==> config.mk <==
export PLATFORM = sky130hd
export DESIGN_NAME = logic_shift_unit
export DESIGN_NICKNAME = d
export VERILOG_FILES = /design/src/rtl/lsu_pkg.sv /design/src/rtl/lsu_bitwise.sv /design/src/rtl/lsu_shift1.sv /design/src/rtl/lsu_compare.sv /design/src/rtl/logic_shift_unit.sv
export SDC_FILE = /design/constraint.sdc
export NUM_CORES = 1
export LEC_CHECK = 0
export ABC_CLOCK_PERIOD_IN_PS = 2600
export CORE_MARGIN = 2
export CORE_UTILIZATION = 30
export DETAILED_ROUTE_END_ITERATION = 10
export MAX_ROUTING_LAYER = met4
export SETUP_SLACK_MARGIN = 0.5
export SKIP_CTS_REPAIR_TIMING = 1
export SYNTH_ARGS = -nofsm -noshare
export SYNTH_HDL_FRONTEND = slang
export SYNTH_SLANG_ARGS = --single-unit
==> constraint.sdc <==
create_clock -name clk -period 2.6 [get_ports clk]
set_input_delay 0.52 -clock clk [delete_from_list [all_inputs] [get_ports clk]]
set_output_delay 0.52 -clock clk [all_outputs]
set_load 0.02 [all_outputs]
==> src/rtl/lsu_pkg.sv <==
// Shared constants and operation encoding for the logic and shift unit.
// Assumes a 4-bit op field and a 3-bit flags vector {sign, carry, zero}.
package lsu_pkg;
    localparam int OP_W   = 4;
    localparam int FLAG_W = 3;
    localparam int FLG_Z  = 0;
    localparam int FLG_C  = 1;
    localparam int FLG_S  = 2;

    typedef enum logic [OP_W-1:0] {
        OP_AND = 4'd0,
        OP_OR  = 4'd1,
        OP_XOR = 4'd2,
        OP_NOT = 4'd3,
        OP_SHR = 4'd4,
        OP_SHL = 4'd5,
        OP_ROR = 4'd6,
        OP_ROL = 4'd7,
        OP_CMP = 4'd8,
        OP_TST = 4'd9
    } lsu_op_e;

    // True for op codes that write the result register.
    function automatic logic op_writes_result(input logic [OP_W-1:0] code);
        return code <= 4'd7;
    endfunction

    // True for op codes that form a bitwise result (carry cleared).
    function automatic logic op_is_bitwise(input logic [OP_W-1:0] code);
        return code <= 4'd3;
    endfunction
endpackage

==> src/rtl/lsu_bitwise.sv <==
// Bitwise combiner: forms AND, OR, XOR of two operands and NOT of the first.
// Purely combinational; the selector picks one of the four forms by the
// low two bits of the op code.
module lsu_bitwise #(
    parameter int WIDTH = 8
) (
    input  logic [WIDTH-1:0] a,
    input  logic [WIDTH-1:0] b,
    input  logic [1:0]       sel,
    output logic [WIDTH-1:0] y
);
    // Per-bit selection of the requested logic function.
    for (genvar i = 0; i < WIDTH; i++) begin : g_bit
        always_comb begin
            case (sel)
                2'd0:    y[i] = a[i] & b[i];
                2'd1:    y[i] = a[i] | b[i];
                2'd2:    y[i] = a[i] ^ b[i];
                default: y[i] = ~a[i];
            endcase
        end
    end
endmodule

==> src/rtl/lsu_shift1.sv <==
// One-place mover in a fixed direction chosen by TOWARD_MSB.
// With rotate low, the fill bit enters the vacated end. With rotate high, the
// departing bit wraps around. out_bit always reports the departing bit.
module lsu_shift1 #(
    parameter int WIDTH      = 8,
    parameter bit TOWARD_MSB = 1'b0
) (
    input  logic [WIDTH-1:0] a,
    input  logic             fill,
    input  logic             rotate,
    output logic [WIDTH-1:0] y,
    output logic             out_bit
);
    logic entry;

    if (TOWARD_MSB) begin : g_left
        // Move toward MSB; old MSB departs, entry lands at LSB.
        always_comb begin
            out_bit = a[WIDTH-1];
            entry   = rotate ? a[WIDTH-1] : fill;
            y       = {a[WIDTH-2:0], entry};
        end
    end else begin : g_right
        // Move toward LSB; old LSB departs, entry lands at MSB.
        always_comb begin
            out_bit = a[0];
            entry   = rotate ? a[0] : fill;
            y       = {entry, a[WIDTH-1:1]};
        end
    end
endmodule

==> src/rtl/lsu_compare.sv <==
// Unsigned comparator: forms A - B modulo 2^WIDTH with a borrow out.
// Combinational; the difference is used only for flags.
module lsu_compare #(
    parameter int WIDTH = 8
) (
    input  logic [WIDTH-1:0] a,
    input  logic [WIDTH-1:0] b,
    output logic [WIDTH-1:0] diff,
    output logic             borrow,
    output logic             equal
);
    logic [WIDTH:0] wide;

    // Extended subtraction; the top bit is the borrow.
    always_comb begin
        wide   = {1'b0, a} - {1'b0, b};
        diff   = wide[WIDTH-1:0];
        borrow = wide[WIDTH];
        equal  = (a == b);
    end
endmodule

==> src/rtl/logic_shift_unit.sv <==
// Logic and shift unit: bitwise ops, one-place shifts and rotates with a
// caller fill bit, compare and flag test. Result and flags are registered on
// a start edge; valid follows one cycle later. Assumes WIDTH >= 2.
module logic_shift_unit
    import lsu_pkg::*;
#(
    parameter int WIDTH = 8
) (
    input  logic              clk,
    input  logic              rst_n,
    input  logic              start,
    input  logic [OP_W-1:0]   op,
    input  logic [WIDTH-1:0]  opa,
    input  logic [WIDTH-1:0]  opb,
    input  logic              fill,
    input  logic [FLAG_W-1:0] mask,
    output logic [WIDTH-1:0]  result,
    output logic [FLAG_W-1:0] flags,
    output logic              valid
);
    logic [WIDTH-1:0]  bw_y, shr_y, shl_y, cmp_diff;
    logic              shr_out, shl_out, cmp_borrow, cmp_eq;
    logic              is_rotate;
    logic [WIDTH-1:0]  result_q, next_res;
    logic [FLAG_W-1:0] flags_q, next_flg;
    logic              valid_q;

    assign is_rotate = op[1];

    lsu_bitwise #(.WIDTH(WIDTH)) u_bitwise (
        .a(opa), .b(opb), .sel(op[1:0]), .y(bw_y)
    );

    lsu_shift1 #(.WIDTH(WIDTH), .TOWARD_MSB(1'b0)) u_right (
        .a(opa), .fill(fill), .rotate(is_rotate), .y(shr_y), .out_bit(shr_out)
    );

    lsu_shift1 #(.WIDTH(WIDTH), .TOWARD_MSB(1'b1)) u_left (
        .a(opa), .fill(fill), .rotate(is_rotate), .y(shl_y), .out_bit(shl_out)
    );

    lsu_compare #(.WIDTH(WIDTH)) u_cmp (
        .a(opa), .b(opb), .diff(cmp_diff), .borrow(cmp_borrow), .equal(cmp_eq)
    );

    // Select next result and flags from the operation code.
    always_comb begin
        next_res = result_q;
        next_flg = flags_q;
        case (op)
            OP_AND, OP_OR, OP_XOR, OP_NOT: begin
                next_res        = bw_y;
                next_flg[FLG_C] = 1'b0;
            end
            OP_SHR, OP_ROR: begin
                next_res        = shr_y;
                next_flg[FLG_C] = shr_out;
            end
            OP_SHL, OP_ROL: begin
                next_res        = shl_y;
                next_flg[FLG_C] = shl_out;
            end
            OP_CMP: begin
                next_flg[FLG_Z] = cmp_eq;
                next_flg[FLG_C] = cmp_borrow;
                next_flg[FLG_S] = cmp_diff[WIDTH-1];
            end
            OP_TST: begin
                next_flg[FLG_Z] = ((flags_q & mask) == '0);
            end
            default: ;
        endcase
        if (op_writes_result(op)) begin
            next_flg[FLG_Z] = (next_res == '0);
            next_flg[FLG_S] = next_res[WIDTH-1];
        end
    end

    // Output register stage with synchronous active-low reset.
    always_ff @(posedge clk) begin
        if (!rst_n) begin
            result_q <= '0;
            flags_q  <= '0;
            valid_q  <= 1'b0;
        end else begin
            valid_q <= start;
            if (start) begin
                result_q <= next_res;
                flags_q  <= next_flg;
            end
        end
    end

    assign result = result_q;
    assign flags  = flags_q;
    assign valid  = valid_q;


    valid_follow_chk: assert property (@(posedge clk) disable iff (!rst_n)
        start |=> valid);

    valid_quiet_chk: assert property (@(posedge clk) disable iff (!rst_n)
        !start |=> (!valid && $stable(result) && $stable(flags)));

    cmp_keeps_result_chk: assert property (@(posedge clk) disable iff (!rst_n)
        (start && op == OP_CMP) |=> $stable(result));

    tst_keeps_cs_chk: assert property (@(posedge clk) disable iff (!rst_n)
        (start && op == OP_TST) |=> ($stable(result) && $stable(flags[FLG_C])
                                     && $stable(flags[FLG_S])));

    sign_tracks_msb_chk: assert property (@(posedge clk) disable iff (!rst_n)
        (start && op <= 4'd7) |=> (flags[FLG_S] == result[WIDTH-1]));

    rotate_popcount_chk: assert property (@(posedge clk) disable iff (!rst_n)
        (start && (op == OP_ROR || op == OP_ROL))
            |=> ($countones(result) == $countones($past(opa))));

    unused_code_hold_chk: assert property (@(posedge clk) disable iff (!rst_n)
        (start && op >= 4'd10) |=> ($stable(result) && $stable(flags) && valid));
endmodule

==> metrics.csv, run 1 <==
stage;metric;value;unit
finish;syn2layout_area_growth;70.85;%
floorplanning;die_w;73.44;microns
synthesis;yosysWarnings;0;
floorplanning;ios;39;
finish;drive_gt1_share;36.72;%
sta;fin_crit_sh;85.62;%
clock_network;clock-root-buffer;clkbuf_8;
grt;groute.usage.overall;15.31;%
synthesis;syn_area_per_cell;8.035;sq um
clock_network;h-tree-depth;1;
placement;gp_congestion;0.8380;
placement;dpl.hpwl;3.299;mm
clock_network;cts_max_path_buffers;2;
floorplanning;core_area;0.004692;sq mm
run_status;status;finished, final reports clean;
setup_path;crit_path_start;opa[5];
setup_path;cp.arrival;2370;ps
placement;io_buffers;38;
finish;n_antenna_cell;0;
route;wl;4.231;mm
route;route.met2.wl;2.156;mm
power_and_ir_drop;p_leak;1.199;nW
flow_run;drv_cap;0;
floorplanning;die_h;73.44;microns
setup_path;timing.rr.start;result[2];
synthesis;synth_enable_flop_cells;0;
floorplanning;start_util;30.83;%
setup_path;crit_top_cell;buf_6;
finish;final_nets;309;
setup_path;required;2750;ps
clock_network;path_clk_slew;50;ps
finish;final_core_util;52.67;%
hold_path;hp-start;result[6];
route;viasPerCell;4.932;
finish;final_common_cell;buf_4;
sta;fin_skew;1.942;ps
grt;antenna_found_initial;0;
route;wl_met3;97;microns
sta;rsz0062_at_grt;true;
route;drt-initial-drc-count;57;
sta;period_minus_slack;2226;ps
route;vias;1529;
route;drc;0;
route;routedWlPerCell;13.65;microns
setup_path;max_stage_delay;540;ps
floorplanning;dieArea;0.005393;sq mm
synthesis;synth-async-reset-ratio;0;%
synthesis;syn-num-nets;231;
setup_path;worst-setup-path-type;input port to register;
hold_path;hold_path_class;register to register;
sta;drv_slew;0;
power_and_ir_drop;ir_drop;0.1753;mV
synthesis;synthCells;180;
route;wl_met1;1.938;mm
setup_path;endpoint_kind;register;
sta;tns;0;ps
route;drtPass1Iterations;4;
setup_path;crit_chain;buf_6, buf_6, ha_4, mux2i_2, nor4_2, a311oi_2, o211ai_1, or4b_1, o41ai_2;
setup_path;path_max_fanout;3;
grt;grt_remaining_overflow;0;
synthesis;ys_ff_latch;12;
clock_network;clock-sinks;12;
setup_path;critical-path-slowest-cell;or4b_1;
route;ant_nets;0;
sta;setup_viol;0;
synthesis;synth_sequential_area_ratio;16.61;%
sta;hold_violations;0;
finish;mostFrequentLayoutCells;buf_4, clkdlybuf4s50_1, ha_1;
grt;grt_max_degree;17;
floorplanning;rows;25;
grt;grt_pass1_vias;1415;
synthesis;synth_ff_type;dfxtp_1;
grt;grt_pass1_wl;6.389;mm
power_and_ir_drop;power;0.7267;mW
power_and_ir_drop;p_per_area;294.1;mW/mm^2
synthesis;syn_area;0.001446;sq mm
clock_network;numCtsBuffers;3;
synthesis;ys_types;42;
setup_path;startpoint_type;input port;
sta;max-slew-margin-rel;64.15;%
clock_network;insertion_delay;240;ps
clock_network;cts_tree;done;
sta;fmax;449.2;MHz
sta;worst_slew_pin_slew;536.7;ps
route;top_layer_used;met4;
## sequential cells by signal (all words and copies together) (netlist names)
register	flops
valid	1
result	8
flags	3
## area by class of cell
cell class	count	area (sq um)
Fill cell	460	2221
Multi-Input combinational cell	135	1249
Timing Repair Buffer	83	764.5
Sequential cell	12	240.2
Inverter	23	108.9
Tap cell	54	67.56
Clock buffer	3	41.29
## routing by layer
metal	vias to the layer above	GRT usage, %
met5	-	-
met4	0	3.030
met3	5	0.9602
met2	29	25.93
met1	707	20.25
li1	788	-
## worst max-delay path: cells and delay by family
kind / cells / cell delay (ps)
multiplexers: 1 / 160
AND/OR/NAND/NOR: 2 / 620
buffers and inverters: 2 / 220
AO/OA/AOI/OAI: 3 / 710
adder cells (fa/ha/maj): 1 / 140
## where the power goes
group / leakage, nW / switching [mW] / internal [mW]
Clock: 0.0216 / 0.0640 / 0.102
Combinational: 1.08 / 0.167 / 0.191
Sequential: 0.0987 / 0.00625 / 0.196
## cell usage after synthesis, types with 3 or more instances
cell type | number | area share (%)
nor2_1 | 9 | 2.3
nor3b_1 | 3 | 1.6
nor4_1 | 3 | 1.3
a21oi_1 | 9 | 3.1
inv_1 | 22 | 5.7
dfxtp_1 | 12 | 17
nor3_1 | 5 | 1.7
clkbuf_1 | 3 | 0.78
nor2b_1 | 5 | 2.2
mux4_2 | 5 | 7.8
mux2i_1 | 9 | 6.2
nand2_1 | 15 | 3.9
ha_1 | 24 | 21
buf_2 | 5 | 1.7
nand3_1 | 3 | 1.0
o21ai_0 | 12 | 4.2
## logic make-up after synthesis
group / after synthesis / share of synthesized area [%]
adder cells (fa/ha/maj): 24 / 20.76
multiplexers: 16 / 15.57
AO/OA/AOI/OAI: 42 / 19.12
flip-flops: 12 / 16.61
AND/OR/NAND/NOR: 53 / 18.94
buffers and inverters: 33 / 8.996
## path summary, 6_finish.rpt
path | endpoint | slack [ps] | cells after the start
worst max-delay path | flags[0] | 370 | 9
worst min register to register | result[6] | 460 | 2
worst max register to register | flags[0] | 1210 | 4
worst min-delay path | result[6] | 460 | 2
## per-stage QoR
step	setup slack, ps	cell area, sq um	hold slack [ps]	instances
floorplan	285.0	1496	540.8	180
global placement	-438.3	2186	449.2	300
detailed placement	-460.0	2186	456.3	300
CTS	-230.7	2227	467.2	303
global route	278.4	2471	492.4	310
finish	374.0	2471	459.9	310
No activity file was read; power rests on OpenSTA's default activity.
==> run 2: changes to the inputs <==
- CAP_MARGIN: not set -> 20
==> results of run 2 <==
Final layout, timing and power as in run 1 (identical DEF).
==> run 3: changes to the inputs <==
- CTS_BUF_LIST: not set -> sky130_fd_sc_hd__clkbuf_8
==> results of run 3 <==
Final layout, timing and power as in run 1 (identical DEF).
